[src/rtl/dsag_pkg.sv]
package dsag_pkg;
  localparam int unsigned AW = 16;
  localparam int unsigned DISP_W = 6;

  typedef enum logic [2:0] {
    MD_DIRECT  = 3'd0,
    MD_IND     = 3'd1,
    MD_DISP    = 3'd2,
    MD_PREDEC  = 3'd3,
    MD_POSTINC = 3'd4
  } mode_e;

  typedef enum logic [1:0] {
    PT_X = 2'd0,
    PT_Y = 2'd1,
    PT_Z = 2'd2
  } ptr_e;

  // region select bit positions in the 4-bit select vector
  localparam int unsigned RG_REG  = 0;
  localparam int unsigned RG_IO   = 1;
  localparam int unsigned RG_EXT  = 2;
  localparam int unsigned RG_SRAM = 3;
  localparam int unsigned NREG    = 4;
endpackage

[src/rtl/dsag_addr_calc.sv]
module dsag_addr_calc
  import dsag_pkg::*;
(
  input  logic [2:0]        mode_i,
  input  logic [1:0]        ptr_sel_i,
  input  logic [AW-1:0]     direct_addr_i,
  input  logic [DISP_W-1:0] disp_i,
  input  logic [AW-1:0]     ptr_x_i,
  input  logic [AW-1:0]     ptr_y_i,
  input  logic [AW-1:0]     ptr_z_i,
  output logic [AW-1:0]     eff_addr_o,
  output logic              wb_en_o,
  output logic [AW-1:0]     wb_data_o,
  output logic              illegal_o
);
  logic [AW-1:0] base;
  logic          ptr_bad;

  always_comb begin
    ptr_bad = 1'b0;
    unique case (ptr_sel_i)
      PT_X:    base = ptr_x_i;
      PT_Y:    base = ptr_y_i;
      PT_Z:    base = ptr_z_i;
      default: begin base = '0; ptr_bad = 1'b1; end
    endcase
  end

  always_comb begin
    eff_addr_o = '0;
    wb_en_o    = 1'b0;
    wb_data_o  = '0;
    illegal_o  = 1'b0;
    case (mode_i)
      MD_DIRECT: eff_addr_o = direct_addr_i;
      MD_IND: begin
        eff_addr_o = base;
        illegal_o  = ptr_bad;
      end
      MD_DISP: begin
        eff_addr_o = base + AW'(disp_i);
        illegal_o  = ptr_bad || (ptr_sel_i == PT_X);
      end
      MD_PREDEC: begin
        eff_addr_o = base - AW'(1);
        wb_data_o  = base - AW'(1);
        wb_en_o    = !ptr_bad;
        illegal_o  = ptr_bad;
      end
      MD_POSTINC: begin
        eff_addr_o = base;
        wb_data_o  = base + AW'(1);
        wb_en_o    = !ptr_bad;
        illegal_o  = ptr_bad;
      end
      default: illegal_o = 1'b1;
    endcase
  end
endmodule

[src/rtl/dsag_region_dec.sv]
module dsag_region_dec
  import dsag_pkg::*;
#(
  parameter int unsigned SRAM_KB = 1
) (
  input  logic [AW-1:0]   addr_i,
  output logic [NREG-1:0] sel_o,
  output logic            oor_o
);
  localparam logic [AW-1:0] IO_BASE   = AW'(16'h0020);
  localparam logic [AW-1:0] EXT_BASE  = AW'(16'h0060);
  localparam logic [AW-1:0] SRAM_BASE = AW'(16'h0100);
  localparam logic [AW-1:0] SRAM_TOP  = AW'(32'h0100 + SRAM_KB * 1024 - 1);

  always_comb begin
    sel_o = '0;
    oor_o = 1'b0;
    if (addr_i < IO_BASE)        sel_o[RG_REG]  = 1'b1;
    else if (addr_i < EXT_BASE)  sel_o[RG_IO]   = 1'b1;
    else if (addr_i < SRAM_BASE) sel_o[RG_EXT]  = 1'b1;
    else if (addr_i <= SRAM_TOP) sel_o[RG_SRAM] = 1'b1;
    else                         oor_o          = 1'b1;
  end
endmodule

[src/rtl/dsag_seq.sv]
module dsag_seq (
  input  logic clk,
  input  logic rst_n,
  input  logic start_i,
  input  logic sram_hit_i,
  output logic accept_o,
  output logic active_o,
  output logic done_o
);
  typedef enum logic [1:0] {
    ST_IDLE  = 2'd0,
    ST_ONE   = 2'd1,
    ST_SRAM1 = 2'd2,
    ST_SRAM2 = 2'd3
  } st_e;

  st_e st_q, st_d;

  assign accept_o = start_i && (st_q != ST_SRAM1);
  assign active_o = (st_q != ST_IDLE);
  assign done_o   = (st_q == ST_ONE) || (st_q == ST_SRAM2);

  always_comb begin
    st_d = ST_IDLE;
    if (accept_o)               st_d = sram_hit_i ? ST_SRAM1 : ST_ONE;
    else if (st_q == ST_SRAM1)  st_d = ST_SRAM2;
  end

  always_ff @(posedge clk or negedge rst_n) begin
    if (!rst_n) st_q <= ST_IDLE;
    else        st_q <= st_d;
  end

  AST_BUSY_IGNORE: assert property (@(posedge clk) disable iff (!rst_n)
    (st_q == ST_SRAM1) |=> (st_q == ST_SRAM2));
  AST_SRAM_DONE_SECOND: assert property (@(posedge clk) disable iff (!rst_n)
    (st_q == ST_SRAM1) |=> done_o);
endmodule

[src/rtl/dsag_top.sv]
module dsag_top
  import dsag_pkg::*;
#(
  parameter int unsigned SRAM_KB = 1
) (
  input  logic        clk,
  input  logic        rst_n,
  input  logic        start_i,
  input  logic [2:0]  mode_i,
  input  logic [1:0]  ptr_sel_i,
  input  logic [15:0] direct_addr_i,
  input  logic [5:0]  disp_i,
  input  logic [15:0] ptr_x_i,
  input  logic [15:0] ptr_y_i,
  input  logic [15:0] ptr_z_i,
  output logic [15:0] addr_o,
  output logic        sel_reg_o,
  output logic        sel_io_o,
  output logic        sel_ext_o,
  output logic        sel_sram_o,
  output logic        oor_o,
  output logic        illegal_o,
  output logic        ptr_we_o,
  output logic [1:0]  ptr_wsel_o,
  output logic [15:0] ptr_wdata_o,
  output logic        done_o
);
  logic [AW-1:0]   eff_addr, wb_data;
  logic            wb_en, ill;
  logic [NREG-1:0] dec_sel;
  logic            dec_oor;
  logic            accept, active, sram_hit;

  logic [AW-1:0]   addr_q, wdata_q;
  logic [NREG-1:0] sel_q, sel_d;
  logic            oor_q, oor_d, ill_q, we_q, we_d;
  logic [1:0]      wsel_q;

  dsag_addr_calc u_calc (
    .mode_i(mode_i), .ptr_sel_i(ptr_sel_i), .direct_addr_i(direct_addr_i),
    .disp_i(disp_i), .ptr_x_i(ptr_x_i), .ptr_y_i(ptr_y_i), .ptr_z_i(ptr_z_i),
    .eff_addr_o(eff_addr), .wb_en_o(wb_en), .wb_data_o(wb_data), .illegal_o(ill)
  );

  dsag_region_dec #(.SRAM_KB(SRAM_KB)) u_dec (
    .addr_i(eff_addr), .sel_o(dec_sel), .oor_o(dec_oor)
  );

  assign sram_hit = dec_sel[RG_SRAM] && !ill;

  dsag_seq u_seq (
    .clk(clk), .rst_n(rst_n), .start_i(start_i), .sram_hit_i(sram_hit),
    .accept_o(accept), .active_o(active), .done_o(done_o)
  );

  always_comb begin
    sel_d = ill ? '0 : dec_sel;
    oor_d = dec_oor && !ill;
    we_d  = accept && wb_en && !ill;
  end

  always_ff @(posedge clk or negedge rst_n) begin
    if (!rst_n) begin
      addr_q  <= '0;
      sel_q   <= '0;
      oor_q   <= 1'b0;
      ill_q   <= 1'b0;
      wsel_q  <= '0;
      wdata_q <= '0;
    end else if (accept) begin
      addr_q  <= eff_addr;
      sel_q   <= sel_d;
      oor_q   <= oor_d;
      ill_q   <= ill;
      wsel_q  <= ptr_sel_i;
      wdata_q <= wb_data;
    end
  end

  always_ff @(posedge clk or negedge rst_n) begin
    if (!rst_n) we_q <= 1'b0;
    else        we_q <= we_d;
  end

  assign addr_o      = addr_q;
  assign sel_reg_o   = sel_q[RG_REG]  && active;
  assign sel_io_o    = sel_q[RG_IO]   && active;
  assign sel_ext_o   = sel_q[RG_EXT]  && active;
  assign sel_sram_o  = sel_q[RG_SRAM] && active;
  assign oor_o       = oor_q && active;
  assign illegal_o   = ill_q && active;
  assign ptr_we_o    = we_q;
  assign ptr_wsel_o  = wsel_q;
  assign ptr_wdata_o = wdata_q;

  AST_SEL_ONEHOT: assert property (@(posedge clk) disable iff (!rst_n)
    $onehot0({sel_reg_o, sel_io_o, sel_ext_o, sel_sram_o}));
  AST_OOR_NO_SEL: assert property (@(posedge clk) disable iff (!rst_n)
    oor_o |-> !(sel_reg_o || sel_io_o || sel_ext_o || sel_sram_o));
  AST_ILLEGAL_QUIET: assert property (@(posedge clk) disable iff (!rst_n)
    illegal_o |-> !(sel_reg_o || sel_io_o || sel_ext_o || sel_sram_o || ptr_we_o));
  AST_SHORT_DONE: assert property (@(posedge clk) disable iff (!rst_n)
    (accept && !sram_hit) |=> done_o);
  AST_SRAM_FIRST_NOT_DONE: assert property (@(posedge clk) disable iff (!rst_n)
    (accept && sram_hit) |=> (sel_sram_o && !done_o));
endmodule

[config.mk]
export PLATFORM = sky130hd
export DESIGN_NAME = dsag_top
export DESIGN_NICKNAME = d
export VERILOG_FILES = /design/src/rtl/dsag_pkg.sv /design/src/rtl/dsag_addr_calc.sv /design/src/rtl/dsag_region_dec.sv /design/src/rtl/dsag_seq.sv /design/src/rtl/dsag_top.sv
export SDC_FILE = /design/constraint.sdc
export NUM_CORES = 1
export LEC_CHECK = 0
export CAP_MARGIN = 25
export CORE_ASPECT_RATIO = 1.5
export CORE_UTILIZATION = 60
export DETAILED_ROUTE_END_ITERATION = 10
export DONT_BUFFER_PORTS = 1
export PLACE_DENSITY = 0.76
export SYNTH_ARGS = -nofsm -noshare
export SYNTH_HDL_FRONTEND = slang
export SYNTH_HIERARCHICAL = 1
export SYNTH_SLANG_ARGS = --single-unit
export TNS_END_PERCENT = 20
[constraint.sdc]
create_clock -name clk -period 1.8 [get_ports clk]
set_clock_uncertainty 0.1 [all_clocks]
set_input_delay 0.27 -clock clk [delete_from_list [all_inputs] [get_ports clk]]
set_output_delay 0.27 -clock clk [all_outputs]
set_load 0.005 [all_outputs]
Word level (Yosys, flattened, before mapping)
Cells that the tools add are included.

word-level totals
  flip-flop bits (word level) = 43
  bits of input ports = 78
  word-level logic and storage cells = 67

cells by class
  $add $sub $neg = 3
  order comparisons = 4
  eq/ne operators = 10
  multiplexer cells = 21
  reductions and logical operators = 21

operators by type and width
  cell                                                                     count
  16-bit case mux with 4 select lines                                      1
  16-bit case mux with 3 select lines                                      1
  16-bit case mux with 2 select lines                                      1
  16-bit by 1-bit adder with 16-bit output, second input constant          1
  16-bit by 6-bit adder with 16-bit output                                 1
  16-bit by 11-bit <= comparator with 1-bit output, second input constant  1
  16-bit by 6-bit < comparator with 1-bit output, second input constant    1
  16-bit by 7-bit < comparator with 1-bit output, second input constant    1
  16-bit by 9-bit < comparator with 1-bit output, second input constant    1
  16-bit by 1-bit subtractor with 16-bit output, second input constant     1
  1-bit logical AND                                                        11
  1-bit two-way mux                                                        11
  2-bit two-way mux                                                        4
  2-bit == test, second input constant                                     3
  3-bit by 2-bit == test with 1-bit output, second input constant          2
  3-bit OR reduction                                                       2
  2-bit by 1-bit == test with 1-bit output, second input constant          2
  4-bit two-way mux                                                        1
  2-bit OR reduction                                                       2
  3-bit by 1-bit == test with 1-bit output, second input constant          1
  3-bit == test, second input constant                                     1
  3-bit logical NOT                                                        1
  3-bit two-way mux                                                        1
  1-bit case mux with 3 select lines                                       1
  5 further kinds                                                          6

Depth between registers and ports, before layout
Gate-level depths: netlist (run 1).

  depth after elaboration = 12
  gate-level depth with buffers = 19
  depth with buffers taken out = 18

Hierarchy
Netlist (run 1), hierarchy kept.

by module, submodules not included
  module           times used  cells an instance  area each (um^2)
  dsag_addr_calc   1           306                1944.4
  dsag_top         1           101                1756.7
  dsag_seq         1           10                 98.8
  dsag_region_dec  1           13                 91.3

Least setup slack after synthesis (run 1)
Ideal clock, no wire load.

  path type = input -> register
  start point = input port ptr_sel_i[0]
  end point = register u_seq.st_q[0]
  library setup time = 0.129 ns
  arrival = 3.972 ns
  data required time = 1.571 ns
  slack = -2.402 ns
  cell stages on the path = 18
  path through = inv_1 > ha_1 > clkbuf_1 > a222oi_1 > nor2_1 > ha_1 > inv_1 > fa_1 > nor2b_1 > o31ai_1 > a21o_1 > nor3_1 > xor2_1 > a221o_1 > or4_4 > nor4_1 > nor2b_1 > o21ai_0

between the ends
  cells in the longest elaborated chain, start to end = 12
  elaborated cells between the ends (all ways) = 23
  classes of those cells = add/sub (2); order compare (4); eq/ne (2); mux (10); reduce/logical (5)

RTL lines
  element                                                                                                           RTL line                                    text
  start: declaration                                                                                                dsag_top.sv:10                              input logic [1:0] ptr_sel_i,
  2-bit == test (tied with other cells)                                                                             dsag_addr_calc.sv:21                        unique case (ptr_sel_i)
  16-bit case mux with 3 select lines *                                                                             dsag_addr_calc.sv:21
  16-bit by 1-bit subtractor with 16-bit output / 16-bit by 6-bit adder with 16-bit output (equally long branches)  dsag_addr_calc.sv:45, dsag_addr_calc.sv:41
  16-bit case mux with 4 select lines *                                                                             dsag_addr_calc.sv:34                        case (mode_i)
  named net eff_addr[14]                                                                                            dsag_top.sv:28                              logic [AW-1:0] eff_addr, wb_data;
  16-bit by 11-bit <= comparator with 1-bit output                                                                  dsag_region_dec.sv:21                       else if (addr_i <= SRAM_TOP) sel_o[RG_SRAM] = 1'b1;
  1-bit two-way mux                                                                                                 dsag_region_dec.sv:21
  1-bit two-way mux                                                                                                 dsag_region_dec.sv:20                       else if (addr_i < SRAM_BASE) sel_o[RG_EXT] = 1'b1;
  2-bit two-way mux                                                                                                 dsag_region_dec.sv:19                       else if (addr_i < EXT_BASE) sel_o[RG_IO] = 1'b1;
  3-bit two-way mux *                                                                                               dsag_region_dec.sv:18                       if (addr_i < IO_BASE) sel_o[RG_REG] = 1'b1;
  named net dec_sel[3]                                                                                              dsag_top.sv:30                              logic [NREG-1:0] dec_sel;
  1-bit logical AND *                                                                                               dsag_top.sv:49                              assign sram_hit = dec_sel[RG_SRAM] && !ill;
  2-bit two-way mux * (2 in series)                                                                                 dsag_seq.sv:25                              if (accept_o) st_d = sram_hit_i ? ST_SRAM1 : ST_ONE;
  named net u_seq.st_d[0]                                                                                           dsag_seq.sv:17                              st_e st_q, st_d;
  end signal: assignment                                                                                            dsag_seq.sv:31                              else st_q <= st_d;
  end: declaration                                                                                                  dsag_seq.sv:17

The timed path passes the listed nets; every way through them passes the cells marked *.
A chain may end at the register's enable or synchronous reset.

Worst setup path in the final report (run 1)
  start point = input port ptr_sel_i[1]
  end point = register sel_q[3]

between the ends
  cells in the longest elaborated chain, start to end = 10
  elaborated cells between the ends (all ways) = 20
  classes of those cells = add/sub (2); order compare (4); eq/ne (2); mux (9); reduce/logical (3)

RTL lines
  element                                                                                                           RTL line                                    text
  2-bit == test (tied with other cells)                                                                             dsag_addr_calc.sv:21
  16-bit case mux with 3 select lines *                                                                             dsag_addr_calc.sv:21
  16-bit by 1-bit subtractor with 16-bit output / 16-bit by 6-bit adder with 16-bit output (equally long branches)  dsag_addr_calc.sv:45, dsag_addr_calc.sv:41
  16-bit case mux with 4 select lines *                                                                             dsag_addr_calc.sv:34
  named net eff_addr[14]                                                                                            dsag_top.sv:28
  16-bit by 11-bit <= comparator with 1-bit output                                                                  dsag_region_dec.sv:21
  1-bit two-way mux                                                                                                 dsag_region_dec.sv:21
  1-bit two-way mux                                                                                                 dsag_region_dec.sv:20
  2-bit two-way mux                                                                                                 dsag_region_dec.sv:19
  3-bit two-way mux *                                                                                               dsag_region_dec.sv:18
  named net dec_sel[3]                                                                                              dsag_top.sv:30
  4-bit two-way mux *                                                                                               dsag_top.sv:57                              sel_d = ill ? '0 : dec_sel;
  named net sel_d[3]                                                                                                dsag_top.sv:35                              logic [NREG-1:0] sel_q, sel_d;
  end signal: assignment                                                                                            dsag_top.sv:72                              sel_q <= sel_d;
  end: declaration                                                                                                  dsag_top.sv:35

Marks and branches as above.

==> results of run 1 <==
[through the flow]
stage	hold WS [ns]	setup TNS, ns
final	0.0426	-41.02
after global routing	0.0358	-45.63
after CTS	0.0295	-39.01
after detailed placement	-0.125	-54.30
after global placement	-0.125	-51.26
after floorplan	-0.126	-46.57
[power breakdown]
part           total (mW)  switching, mW  internal, mW
logic                1.55          0.752         0.797
clock network       0.879          0.325         0.555
registers            1.19          0.110          1.08
total                3.62           1.19          2.43
[synthesized netlist by cell type (4+ instances only)]
library cell  instances  area share [%]
dfrtp_1              43              28
nor2_1               43             4.1
mux2_4               34              13
nand2_1              28             2.7
o21ai_0              28             3.6
xnor2_1              21             4.7
clkbuf_1             19             1.8
a222oi_1             17             4.4
a21oi_1              15             1.9
nor3_1               15             1.9
inv_1                14             1.4
xor2_1               13             2.9
ha_1                 12             3.9
nor4_1               10             1.6
a22oi_1               9             1.7
and2_1                8             1.3
nand3_1               7            0.90
nor2b_1               5            0.80
o211ai_1              5            0.96
o22ai_1               5            0.80
o31ai_1               4            0.77
[layout make-up]
type	count	area, µm²
well taps	74	92.6
clock inverters	2	60.1
repair buffers	137	1100
fillers	335	842
inverters	15	60.1
flip-flops and latches	43	1080
multi-input cells	343	2910
clock buffers	6	72.6
[worst paths after layout]
| check | startpoint | end | slack [ns] | depth (start not counted) |
|---|---|---|---|---|
| setup / recovery | ptr_sel_i[1] | sel_q[3] | -1.94 | 16 |
| hold / removal | ptr_sel_i[0] | ptr_wsel_o[0] | 0.04 | 1 |
| setup reg to reg | u_seq/st_q[0] | sel_q[2] | 0.17 | 5 |
| hold reg to reg | ill_q | ill_q | 0.43 | 1 |
| max in group asynchronous | rst_n | addr_o[10] | 1.06 | 2 |
| min in group asynchronous | rst_n | addr_o[0] | 0.33 | 2 |
[cell families (layout without fill, tap and decap cells)]
kind of cell	count (synthesis)	in the layout	synth area share (%)
AND/OR/NAND/NOR	144	144	19.1
buffers and inverters	44	160	6.40
adder cells (fa/ha/maj)	13	13	4.37
multiplexers	39	39	14.5
AO/OA/AOI/OAI	113	113	20.4
XOR/XNOR	34	34	7.65
flip-flops	43	43	27.7
[state kept, by name (all words and copies together), names as in the netlist]
signal and cells:
ill_q 1, ptr_wsel_o 2, u_seq/st_q 2, oor_q 1
ptr_we_o 1, sel_q 4, addr_o 16, ptr_wdata_o 16
[repair_timing]
| item | in CTS | in global routing |
|---|---|---|
| hold endpoints to repair | 45 | 0 |
| pin swaps | 50 | 14 |
| setup buffers | 6 | 4 |
| setup endpoints to repair | 38 | 38 |
| hold buffers | 3 | 0 |
| gates resized for setup | 64 | 17 |
[layer usage]
metal | wire length [µm] | vias up | track usage (%)
met5 | 0 | - | 0
met4 | 866 | 0 | 27.7
met3 | 1220 | 85 | 7.69
met2 | 7040 | 311 | 71.1
met1 | 4970 | 1939 | 46.9
li1 | - | 1831 | -
==> metrics.csv, run 1 <==
metric,value,unit
slew_headroom,66.5,%
violations,negative setup slack,
first_global_vias,4211,
wl_per_cell,22.7,µm
antenna_left,0,
n_antenna_cell,0,
min_period,3.74,ns
drc,0,
die_width,67.8,µm
gr-usage-all-layers,42.2,%
worst_slack,-1.94,ns
timing.final.crit_share,208,%
core-area,6220,µm²
critical_path_required,1.94,ns
tightest_slew,0.499,ns
rows,35,
crit_path_end_kind,flop,
clk_pin_slew,0.08,ns
crit_family,simple AND/OR/NAND/NOR gates,
die-area,6820,µm²
finalWirelength,14100,µm
slowest_stage,or4_4,
hold_viol_final,0,
placed_cell_area,4830,µm²
synth_cells,430,
drtPass1Iterations,6,
synth_warnings,6,
fmax,0.267,GHz
synth-seq-cells,43,
cp-start-kind,input pin,
dp_slack,-2.39,ns
p_per_area,673,nW/µm²
area_delta_synth_final,38.2,%
setup_violations,38,
grt_start_max_net_pins,44,
max-cap-violations,0,
worstPathCellList,clkinvlp_4 > ha_4 > buf_6 > a222oi_1 > nor2_1 > ha_1 > o21a_1 > o31ai_4 > a21o_4 > nor3_4 > xor2_1 > a221o_1 > or4_4 > nor4_4 > nor2b_4 > mux2_4,
syn_area_per_cell,9.05,µm²
grt-ovfl-total,0,
total_power,3.62,mW
crit_buf_inv,2,
start_util,62.6,%
fin_area,5380,µm²
critPathKind,in -> reg,
cts_root_buf,clkbuf_8,
cts_buffers,5,
async_reset_ff_share,100,%
die_height,101,µm
vias,4166,
numPortBuffers,0,
synth-edff-count,0,
fin_nets,636,
vias_per_cell,6.72,
drtIter0Drc,414,
htree_levels,2,
vdd_ir_drop_max,0.341,mV
numClockSinks,43,
hold_class,in -> reg,
fin_util,86.5,%
critical_path.max_fanout,7,
cp_slowest_stage_delay,0.58,ns
ys_types,62,
layout_commonest_cell,buf_4,
final_cells,620,
drive_gt1_share,45.4,%
clock_latency,0.30,ns
antenna_found_initial,0,
grt_pass1_wl,21200,µm
power_leakage,2.41,nW
layout_common_cells,"buf_4 (123), dfrtp_1 (43), nor2_1 (38)",
synth_nets,521,
cts_buffer_depth,2,
io_pins,120,
rsz0062_at_grt,true,
yosysSeqAreaShare,27.7,%
status,"complete, but fails checks",
dp_hpwl,9890,µm
placed_cells_incl_taps,601,
cts_tree,built,
arrival,3.89,ns
slew_viol_final,0,
place.gp.congestion,0.995,
syn-cell-area,3890,µm²
synthFlopType,dfrtp_1,
No activity file was read; power rests on OpenSTA's default activity.
==> inputs of run 2 (changes only) <==
- CTS_CLUSTER_DIAMETER: unset -> 80
==> results of run 2 <==
Final layout, timing and power as in run 1 (identical DEF).
